==> src/rtl/iir_transposed.sv <==
module iir_transposed #(
  parameter int IN_W      = 12,
  parameter int IN_FRAC   = 8,
  parameter int COEF_W    = 10,
  parameter int COEF_FRAC = 8,
  parameter int OUT_W     = 14,
  parameter int OUT_FRAC  = 8,
  parameter int NUM_TAPS  = 3,
  parameter int DEN_TAPS  = 3,
  parameter logic [NUM_TAPS*COEF_W-1:0] B_COEFS = {10'sd64, 10'sd128, 10'sd64},
  parameter logic [DEN_TAPS*COEF_W-1:0] A_COEFS = {-10'sd64, 10'sd128, 10'sd0},
  parameter bit CLK_RISE = 1'b1,
  parameter bit RST_HIGH = 1'b1
)(
  input  logic                     clk,
  input  logic                     rst,
  input  logic signed [IN_W-1:0]   sig_in,
  output logic signed [OUT_W-1:0]  sig_out
);
  localparam int PW = IN_W + COEF_W - 1;
  localparam int PF = IN_FRAC + COEF_FRAC;
  localparam int FW = IN_W + COEF_W;
  localparam int WW = PW + OUT_W + IN_W + 2;
  localparam int NB = (NUM_TAPS > 1) ? NUM_TAPS - 1 : 1;
  localparam int NA = (DEN_TAPS > 1) ? DEN_TAPS - 1 : 1;
  localparam int NR = (DEN_TAPS > 2) ? DEN_TAPS - 2 : 1;

  function automatic logic signed [WW-1:0] align(input logic signed [PW-1:0] x, input int dfrac);
    logic signed [WW-1:0] e;
    e = {{(WW-PW){x[PW-1]}}, x};
    if (dfrac >= PF) e = e <<< (dfrac - PF);
    else             e = e >>> (PF - dfrac);
    return e;
  endfunction

  function automatic logic signed [OUT_W-1:0] to_out(input logic signed [PW-1:0] x);
    return OUT_W'(align(x, OUT_FRAC));
  endfunction

  function automatic logic signed [IN_W-1:0] to_in(input logic signed [PW-1:0] x);
    return IN_W'(align(x, IN_FRAC));
  endfunction

  wire clk_i = CLK_RISE ? clk : ~clk;
  wire rst_i = RST_HIGH ? rst : ~rst;

  logic signed [IN_W-1:0] v;
  logic signed [IN_W-1:0] za0;
  logic signed [PW-1:0]   zr    [NR];
  logic signed [PW-1:0]   zb    [NB];
  logic signed [PW-1:0]   pb    [NUM_TAPS];
  logic signed [PW-1:0]   ffsum [NUM_TAPS];
  logic signed [PW-1:0]   pa    [NA];
  logic signed [PW-1:0]   fbsum [NA];

  generate
    if (DEN_TAPS > 1) begin : g_fb_node
      assign v = sig_in + za0;
    end else begin : g_no_fb
      assign v = sig_in;
      assign za0 = '0;
    end

    for (genvar k = 0; k < NUM_TAPS; k++) begin : g_ff
      localparam logic signed [COEF_W-1:0] BK = B_COEFS[k*COEF_W +: COEF_W];
      wire signed [FW-1:0] full = v * BK;
      assign pb[k] = PW'(full);
      if (k < NUM_TAPS - 1) begin : g_add
        assign ffsum[k] = pb[k] + zb[k];
      end else begin : g_last
        assign ffsum[k] = pb[k];
      end
    end

    if (NUM_TAPS > 1) begin : g_ff_regs
      always_ff @(posedge clk_i)
        for (int i = 0; i < NUM_TAPS - 1; i++)
          zb[i] <= rst_i ? '0 : ffsum[i+1];
    end else begin : g_ff_none
      assign zb[0] = '0;
    end

    if (DEN_TAPS > 1) begin : g_fb
      for (genvar k = 1; k < DEN_TAPS; k++) begin : g_tap
        localparam logic signed [COEF_W-1:0] AK = A_COEFS[k*COEF_W +: COEF_W];
        wire signed [FW-1:0] full = v * AK;
        assign pa[k-1] = PW'(full);
        if (k < DEN_TAPS - 1) begin : g_add
          assign fbsum[k-1] = pa[k-1] + zr[k-1];
        end else begin : g_last
          assign fbsum[k-1] = pa[k-1];
        end
      end

      always_ff @(posedge clk_i)
        za0 <= rst_i ? '0 : to_in(fbsum[0]);

      if (DEN_TAPS > 2) begin : g_fb_regs
        always_ff @(posedge clk_i)
          for (int i = 0; i < DEN_TAPS - 2; i++)
            zr[i] <= rst_i ? '0 : fbsum[i+1];
      end else begin : g_fb_none
        assign zr[0] = '0;
      end
    end else begin : g_fb_off
      assign pa[0] = '0;
      assign fbsum[0] = '0;
      assign zr[0] = '0;
    end
  endgenerate

  assign sig_out = to_out(ffsum[0]);
endmodule

==> config.mk <==
export PLATFORM = sky130hd
export DESIGN_NAME = iir_transposed
export DESIGN_NICKNAME = d
export VERILOG_FILES = /design/src/rtl/iir_transposed.sv
export SDC_FILE = /design/constraint.sdc
export NUM_CORES = 1
export LEC_CHECK = 0
export ABC_AREA = 0
export BUFFER_PORTS_ARGS = -buffer_cell sky130_fd_sc_hd__buf_2
export CAP_MARGIN = 20
export CORE_ASPECT_RATIO = 1.4
export CORE_MARGIN = 2
export CORE_UTILIZATION = 42
export CTS_CLUSTER_SIZE = 40
export DETAILED_ROUTE_END_ITERATION = 8
export PLACE_DENSITY = 0.59
export SLEW_MARGIN = 25
export SYNTH_ARGS = -nofsm -noshare
export SYNTH_HDL_FRONTEND = slang
export SYNTH_SLANG_ARGS = --single-unit
==> constraint.sdc <==
create_clock -name clk -period 11.5 [get_ports clk]
set_input_delay 2.875 -clock clk [delete_from_list [all_inputs] [get_ports clk]]
set_output_delay 2.875 -clock clk [all_outputs]
set_load 0.005 [all_outputs]
; ---- After elaboration in Yosys (flattened, before gate mapping)
; Memory sizes are Yosys's and may differ from the RTL's.
; Cells that the tools add are included.
[classes]
n_addsub = 5
mux = 3
[ops]
columns = operator, count
row1 = 2-to-1 mux 21 bit, 3
row2 = adder 18 x 21 -> 21 bit, 1
row3 = adder 19 x 21 -> 21 bit, 1
row4 = adder 19 x 20 -> 20 bit, 1
row5 = negation 12 -> 15 bit, 1
row6 = adder 12 bit, 1
[totals]
reg_bits = 12
ramBits = 63
inputBits = 14
output_inout_bits = 14
elab_cells = 11
n_memories = 2
[memory_table]
columns = name, depth, word_bits, read_ports, rd_clocked_by_memory_dff, write_ports, line_no
row1 = zb, 2, 21, 2, 0, 2, 50  ; logic signed [PW-1:0] zb [NB];
row2 = zr, 1, 21, 1, 0, 1, 49  ; logic signed [PW-1:0] zr [NR];

; ---- Depth between registers and ports, before layout
; Gate-level depths: netlist (run 1).
[logic_depth]
word_depth = 3
ltp_mapped = 16
ltp_nobuf = 15

; ---- Worst setup path before layout (run 1)
; No wires, ideal clock.
[synth_timing]
path_type = input to output
startpoint = input port sig_in[0]
endpoint = output port sig_out[12]
arrival_time_ns = 6.118
required_time_ns = 8.625
setup_slack_ns = 2.507
cell_stages = 15
path_buffers = 1
cell_sequence = ha_1 > fa_1 > a21o_1 > nand4_1 > and2_2 > xor2_2 > inv_1 > ha_1 > or3_1 > o32ai_2 > nor3_1 > a2111oi_1 > o31ai_1 > xnor2_1 > buf_4
[synth_rtl]
columns = element, line_no
row1 = from (decl), 17  ; input logic signed [IN_W-1:0] sig_in,
row2 = to (decl), 18  ; output logic signed [OUT_W-1:0] sig_out

==> qor.txt, run 1 <==
Most area-hungry cell type in the Yosys netlist -> dfxtp_1
Filler instances -> 868
Core Region -> 8608 um2
# DRC -> 0
Number of inserted diodes -> 0
Setup Viol. Count Final -> 0
Grt ovf -> 0
Worst Reg2Reg Path Length in Cells -> 15
CP max FO -> 7
Yosys cell types -> 61
Synthesized flop and latch total -> 52
Top cells by area, synth -> dfxtp_1 28%, ha_1 17%, xnor2_1 7.3%, nor2_1 6.1%, a21oi_1 4.0%
Pins over their slew limit -> 0
Worst skew pair latency -> 300 ps
Yosys synthesis warning count -> 0
HP Class -> flip-flop to flip-flop
Final Hold Viols -> 0
Vias in the first global route -> 2,911
Crit path capture type -> output port
CP startpoint kind -> input port
GPL Wtd Cong -> 0.8122
Setup CP Type -> input port to output port
Die area -> 9645 um2
Slew @ Worst Pin -> 871.0 ps
Die height -> 115.4 um
Utilization after layout -> 0.4641
WHS Path Cells -> 1
Post-CTS sizing -> 0
R2R Setup Slk -> 7560 ps
Worst Path Required -> 8630 ps
Tot GR Track Use -> 0.1548
Fin crit share -> 0.8220
IO Count -> 28
DR vias -> 2,890
Wire per inst -> 13.15 um
Pre-CTS setup slack -> 1987 ps
Clock Pin Slew Worst Setup and Hold Paths -> 70 ps
Buffers added on ports -> 27
F_max -> 105.8 MHz
Max-cap violations -> 0
CTS max path bufs -> 2
NumNets Final -> 506
Setup ws final -> 2047 ps
Skew final -> 9.629 ps
# hold bufs at CTS -> 0
ANT nets after route -> 0
Tmin final -> 9453 ps
Sequential-to-total area share from yosys stat -> 0.2796
Slew headroom -> 0.4193
Wire length of the first global-routing pass -> 12.39 mm
Largest net degree at the start of global routing -> 50
CTS tree -> yes
Area Overhead vs Synth -> 7.292%
Primary FF master, synth -> dfxtp_1
Number of antenna violations at the first check in global routing -> 0
Cells after synthesis -> 424
Hold Path Sink -> zb[0][6]$_SDFF_PP0_
Syn Nets -> 493
Share of cells above drive strength 1 -> 0.1210
1st-pass router iterations -> 4
Area fraction of the dominant cell type after synthesis -> 0.2796
CTS root buf -> clkbuf_16
H-tree depth -> 2
Hold Crit Start -> zr[0][6]$_SDFF_PP0_
Vias/cell -> 5.322
End of the worst register-to-register path -> za0[11]$_SDFF_PP0_
DR iter-0 viols -> 91
# rows -> 40
Post-CTS Setup Bufs -> 0
Initial Util -> 0.4326
WP data arrival -> 6580 ps
Syn Area/Cell -> 8.782 um2
Post-route design area -> 3995 um2
Post-DP HPWL -> 5.523 mm
Die W -> 83.58 um
RR Startpoint -> za0[0]$_SDFF_PP0_
Setup_tns -> 0 ps
Drt total wl -> 7.142 mm
Status -> finished clean
Number of synthesized flops with an enable pin -> 0
Post-Syn Area -> 3724 um2
Placed Area -> 3850 um2
Async set-reset flop share out of synthesis -> 0
Cts bufs inserted -> 5
Clock tree sinks -> 52
RSZ-0062 raised after global routing -> no
synthesized netlist by cell type (all sizes together), types with 6 or more instances:
master	number
nor2	61
dfxtp	52
ha	52
xnor2	32
a21oi	30
o21ai	22
buf	19
inv	19
nor3	13
xor2	13
a21o	11
nand2	10
nand3	10
nor2b	8
and2	6
o21a	6
layout by cell type (no fill, tap or decap), drive strengths merged, types with 6 or more instances in the layout:
cell    synthesis  layout
buf            19      27
a21oi          30      30
xnor2          32      32
o21a            6       6
ha             52      52
a21o           11      11
xor2           13      13
nor2           61      61
and2            6       6
clkbuf          2       6
nor2b           8       8
nand2          10      10
inv            19      19
nor3           13      13
o21ai          22      22
dfxtp          52      52
nand3          10      10
through the flow:
stage / std cells / hold slack, ps
after floorplan: 424 / 413.8
after global placement: 535 / 419.7
after detailed placement: 535 / 437.7
after CTS: 543 / 453.9
after global routing: 543 / 472.2
final: 543 / 445.2
sequential cells by signal (all words and copies together), names as in the netlist:
register	cells
za0	12
zb	26
zr	14
worst max-delay path by stage:
stage               from     endpoint  slack, ps  cells after the start
4_1_cts        sig_in[0]  sig_out[12]       1990                     16
6_report       sig_in[0]  sig_out[13]       2050                     16
3_3_place_gp   sig_in[0]  sig_out[12]       2050                     16
2_1_floorplan  sig_in[0]  sig_out[12]       2510                     15
5_1_grt        sig_in[0]  sig_out[12]       1600                     16
3_5_place_dp   sig_in[0]  sig_out[12]       1990                     16
logic make-up (layout without fill, tap and decap cells):
logic type | count (synthesis) | in the layout | synth area share
simple gates | 130 | 130 | 0.1731
compound gates | 99 | 99 | 0.1768
fa+ha+maj | 55 | 55 | 0.1909
flops | 52 | 52 | 0.2796
xor+xnor | 45 | 45 | 0.1129
buf+inv | 40 | 54 | 0.05679
mux | 3 | 3 | 0.01008
metal layers:
metal  vias to the layer above  track usage  part of all wire  routed length (um)
li1                       1504            -                 -                   -
met1                      1336       0.1710              0.44                3132
met2                        41       0.2939              0.52                3683
met3                         9      0.02920             0.031                 224
met4                         0      0.05806             0.014                 102
met5                         -            0                 0                   0
critical path: stages:
cell and delay (ps):
buf_2 100, ha_1 230, fa_1 420, a21o_1 190, nand4_1 140, and2_2 190, xor2_2 280, inv_1 150
ha_1 220, or3_1 360, o32ai_2 340, nor3_1 90, a2111oi_1 500, o31ai_1 140, xnor2_1 200, buf_2 140
area by class of cell:
type / count / area, um2 / area share
clock inverters: 2 / 16.27 / 0.004071
repair buffers: 27 / 135.1 / 0.03382
multi-input cells: 332 / 2471 / 0.6185
well taps: 105 / 131.4 / 0.03288
inverters: 19 / 71.32 / 0.01785
flip-flops and latches: 52 / 1041 / 0.2606
clock buffers: 6 / 128.9 / 0.03226
Power of run 1 is left out: the tool's default activity adds up to more than one toggle a clock period on the data nets, which glitch-free logic cannot reach.
==> inputs of run 2 (changes only) <==
clock period = 9.7 ns   (was 11.5 ns; I/O delays follow)
==> run 2 against run 1 <==
  * Routed wire length shrank 1.3%
  * First-iteration DRC count did not move
  * Die area did not move
  * Non-clock buffer count is the same
  * Global-route usage about the same
  * Via count is 1.1% lower
  * Register-to-register slack got worse by 1800 ps
  * Sequential share of layout area unchanged
  * Clock skew about the same
==> qor.txt, run 2 (same netlist as run 1, synthesis figures left out) <==
Status -> finished clean
# DRC -> 0
Setup_tns -> 0 ps
Share of cells above drive strength 1 -> 0.1210
1st-pass router iterations -> 4
Commonest cells after routing, fill and taps aside -> 61 x nor2_1, 52 x ha_1, 52 x dfxtp_1
F_max -> 117.1 MHz
Die W -> 83.58 um
# hold bufs at CTS -> 0
Max-cap violations -> 0
Skew final -> 9.252 ps
NumNets Final -> 506
Die height -> 115.4 um
CTS tree -> yes
Area Overhead vs Synth -> 7.292%
Pre-CTS setup slack -> 1095 ps
Clock tree sinks -> 52
Tot GR Track Use -> 0.1544
H-tree depth -> 2
Commonest non-fill, non-tap cell in the layout -> nor2_1
CTS root buf -> clkbuf_16
Crit path largest cell delay -> 490 ps
Setup CP Type -> input port to output port
Worst skew pair latency -> 290 ps
ANT nets after route -> 0
Wire length of the first global-routing pass -> 12.26 mm
Post-CTS sizing -> 0
Delay-heaviest family, CP -> compound AO/OA/AOI/OAI gates
Drt total wl -> 7.051 mm
Max reg flops -> 26
Post-DP HPWL -> 5.486 mm
Vias/cell -> 5.262
Wire per inst -> 12.99 um
Core Region -> 8608 um2
Tmin final -> 8542 ps
# rows -> 40
IO Count -> 28
Filler instances -> 862
Fin crit share -> 0.8806
Biggest register -> zb
Worst-path cell chain -> buf_2 -> ha_1 -> fa_1 -> a21o_1 -> nand4_1 -> and2_2 -> xor2_2 -> inv_1 -> ha_1 -> or3_1 -> o32ai_2 -> nor3_1 -> a2111oi_1 -> o31ai_1 -> xnor2_1 -> buf_2
Cts bufs inserted -> 5
HP Class -> flip-flop to flip-flop
WP data arrival -> 6120 ps
Pins over their slew limit -> 0
Largest registers -> zb (26), zr (14), za0 (12)
Setup ws final -> 1158 ps
CP startpoint kind -> input port
Post-CTS Setup Bufs -> 0
Initial Util -> 0.4326
Slew @ Worst Pin -> 875.5 ps
GPL Wtd Cong -> 0.8122
Vias in the first global route -> 2,824
RSZ-0062 raised after global routing -> no
Buffers added on ports -> 27
Critical path buffers and inverters -> 3
CTS max path bufs -> 2
Clock Pin Slew Worst Setup and Hold Paths -> 70 ps
Number of antenna violations at the first check in global routing -> 0
WHS -> 444.7 ps
DR iter-0 viols -> 91
Slew headroom -> 0.4163
Setup Viol. Count Final -> 0
Grt ovf -> 0
Worst Path Required -> 7280 ps
DR vias -> 2,857
Number of inserted diodes -> 0
Final Hold Viols -> 0
CP max FO -> 7
Slowest cell on the critical path -> a2111oi_1
Crit path capture type -> output port
Largest net degree at the start of global routing -> 50
Die area -> 9645 um2
run 2: cell counts in the layout (fill, tap and decap cells not counted):
No cell type changed its count.
run 2: metal layers:
layer  vias to the layer above  share of wire  GRT usage
met1                      1311           0.45     0.1763
met5                         -              0          0
met2                        32           0.51     0.2955
li1                       1506              -          -
met4                         0          0.013    0.04946
met3                         8          0.026    0.02208
run 2: through the flow:
| step | util | std cells | instance area [um2] |
|---|---|---|---|
| CTS | 0.4641 | 543 | 3995 |
| global placement | 0.4472 | 535 | 3850 |
| floorplan | - | 424 | 3724 |
| finish | 0.4641 | 543 | 3995 |
| detailed placement | 0.4472 | 535 | 3850 |
| global route | 0.4641 | 543 | 3995 |
run 2: area by class of cell:
class | count | area (um2) | area share
Clock buffer | 6 | 128.9 | 0.03226
Clock inverter | 2 | 16.27 | 0.004071
Inverter | 19 | 71.32 | 0.01785
Multi-Input combinational cell | 332 | 2471 | 0.6185
Sequential cell | 52 | 1041 | 0.2606
Tap cell | 105 | 131.4 | 0.03288
Timing Repair Buffer | 27 | 135.1 | 0.03382
run 2: final timing paths:
check                                         start  depth (start not counted)  slack, ps             endpoint
worst max-delay path                      sig_in[0]                         16       1160          sig_out[13]
worst min-delay path            zr[0][6]$_SDFF_PP0_                          1        440  zb[0][6]$_SDFF_PP0_
worst max register to register    za0[0]$_SDFF_PP0_                         15       5760   za0[11]$_SDFF_PP0_
worst min register to register  zr[0][6]$_SDFF_PP0_                          1        440  zb[0][6]$_SDFF_PP0_
Power of run 2 is left out for the same reason.
==> inputs of run 3 (changes only) <==
--- a/config.mk
+++ b/config.mk
@@ -14,4 +14,5 @@
 export CTS_CLUSTER_SIZE = 40
 export DETAILED_ROUTE_END_ITERATION = 8
+export GPL_ROUTABILITY_DRIVEN = 0
 export PLACE_DENSITY = 0.59
 export SLEW_MARGIN = 25
==> constraint.sdc (replaced) <==
create_clock -name clk -period 9.7 [get_ports clk]
set_input_delay 1.94 -clock clk [delete_from_list [all_inputs] [get_ports clk]]
set_output_delay 1.94 -clock clk [all_outputs]
set_load 0.005 [all_outputs]
==> run 3 against run 2 <==
  * Critical endpoint unchanged
  * Sequential share of layout area stayed put
  * Cell count stayed put
  * Die area stayed put
  * Critical path type unchanged
  * Clock skew is 3.2 ps lower
  * Maximum frequency is 12% higher
  * Cell area stayed put
  * Sequential cell count stayed put
==> qor.txt, run 3 (same netlist as run 1, synthesis figures left out) <==
Worst skew pair latency -> 290 ps
Commonest cells after routing, fill and taps aside -> 61 x nor2_1, 52 x ha_1, 52 x dfxtp_1
Number of inserted diodes -> 0
Hold Crit Start -> zr[0][6]$_SDFF_PP0_
Slew @ Worst Pin -> 852.0 ps
Crit path capture type -> output port
Pins over their slew limit -> 0
Critical path buffers and inverters -> 3
Core Region -> 8608 um2
# DRC -> 0
Hold Path Sink -> zb[0][6]$_SDFF_PP0_
ANT nets after route -> 0
R2R Setup Slk -> 5760 ps
Area Overhead vs Synth -> 7.292%
Post-route design area -> 3995 um2
Number of antenna violations at the first check in global routing -> 0
Slew headroom -> 0.4320
Biggest register -> zb
Area of the multi-input gates -> 2471 um2
F_max -> 131.0 MHz
Delay-heaviest family, CP -> compound AO/OA/AOI/OAI gates
1st-pass router iterations -> 4
CP startpoint kind -> input port
Worst Reg2Reg Path Length in Cells -> 15
Vias/cell -> 5.291
WP data arrival -> 5690 ps
Share of cells above drive strength 1 -> 0.1210
Wire per inst -> 13.02 um
Clock tree sinks -> 52
Largest registers -> zb (26), zr (14), za0 (12)
Tmin final -> 7634 ps
CTS tree -> yes
HP Class -> flip-flop to flip-flop
Final Hold Viols -> 0
Max reg flops -> 26
WHS -> 434.4 ps
Grt ovf -> 0
Fin crit share -> 0.7870
Post-CTS sizing -> 0
DR iter-0 viols -> 87
IO Count -> 28
CP max FO -> 7
Worst-path cell chain -> buf_2 -> ha_1 -> fa_1 -> a21o_1 -> nand4_1 -> and2_2 -> xor2_2 -> inv_1 -> ha_1 -> or3_1 -> o32ai_2 -> nor3_1 -> a2111oi_1 -> o31ai_1 -> xnor2_1 -> buf_2
Die area -> 9645 um2
Die W -> 83.58 um
Cts bufs inserted -> 5
Max-cap violations -> 0
Critical path origin -> sig_in[0]
Commonest non-fill, non-tap cell in the layout -> nor2_1
H-tree depth -> 2
# hold bufs at CTS -> 0
Vias in the first global route -> 2,807
Status -> finished clean
Utilization after layout -> 0.4641
Drt total wl -> 7.071 mm
CTS root buf -> clkbuf_16
Slowest cell on the critical path -> a2111oi_1
End of the worst register-to-register path -> za0[11]$_SDFF_PP0_
Filler instances -> 856
DR vias -> 2,873
Setup CP Type -> input port to output port
Worst Path Required -> 7760 ps
Tot GR Track Use -> 0.1527
# rows -> 40
Crit path largest cell delay -> 500 ps
Largest net degree at the start of global routing -> 50
Post-DP HPWL -> 5.483 mm
Setup Viol. Count Final -> 0
Placed Area -> 3850 um2
RSZ-0062 raised after global routing -> no
Buffers added on ports -> 27
Setup_tns -> 0 ps
Clock Pin Slew Worst Setup and Hold Paths -> 70 ps
Wire length of the first global-routing pass -> 12.20 mm
WHS Path Cells -> 1
Reg area -> 1041 um2
Die height -> 115.4 um
NumNets Final -> 506
RR Startpoint -> za0[0]$_SDFF_PP0_
Initial Util -> 0.4326
CTS max path bufs -> 2
Skew final -> 6.011 ps
Post-CTS Setup Bufs -> 0
==> run 3: worst max path at each step <==
stage                   to  cells after the start
2_1_floorplan  sig_out[12]                     15
3_3_place_gp   sig_out[12]                     16
3_5_place_dp   sig_out[12]                     16
4_1_cts        sig_out[12]                     16
5_1_grt        sig_out[12]                     16
6_report       sig_out[13]                     16
==> run 3: metrics by stage <==
step / instances / worst slack [ps]
floorplan: 424 / 2577
global placement: 535 / 2117
detailed placement: 535 / 2062
CTS: 543 / 2065
global route: 543 / 1676
finish: 543 / 2066
==> run 3: layout make-up <==
cell class / instances / share of cell area
inverter: 19 / 0.01785
timing repair buffer: 27 / 0.03382
tap: 105 / 0.03288
multi-input combinational: 332 / 0.6185
clock inverter: 2 / 0.004071
clock buffer: 6 / 0.03226
sequential: 52 / 0.2606
==> run 3: metal layers <==
metal  share of wire  up-vias  GRT usage
li1                -     1503          -
met1            0.45     1319     0.1763
met2            0.50       42     0.2891
met3           0.027        9    0.02208
met4           0.016        0    0.05054
met5               0        -          0
==> run 3: worst reg2reg max path: cells and delay by family (launching register included) <==
family	cells	cell delay (ps)
and+or+nand+nor	5	1040
adders and majority gates	3	1010
xor gates and xnor gates	2	440
buffers and inverters	1	140
DFF	1	310
AOI/OAI and AO/OA	4	850
Power of run 3 is left out for the same reason.
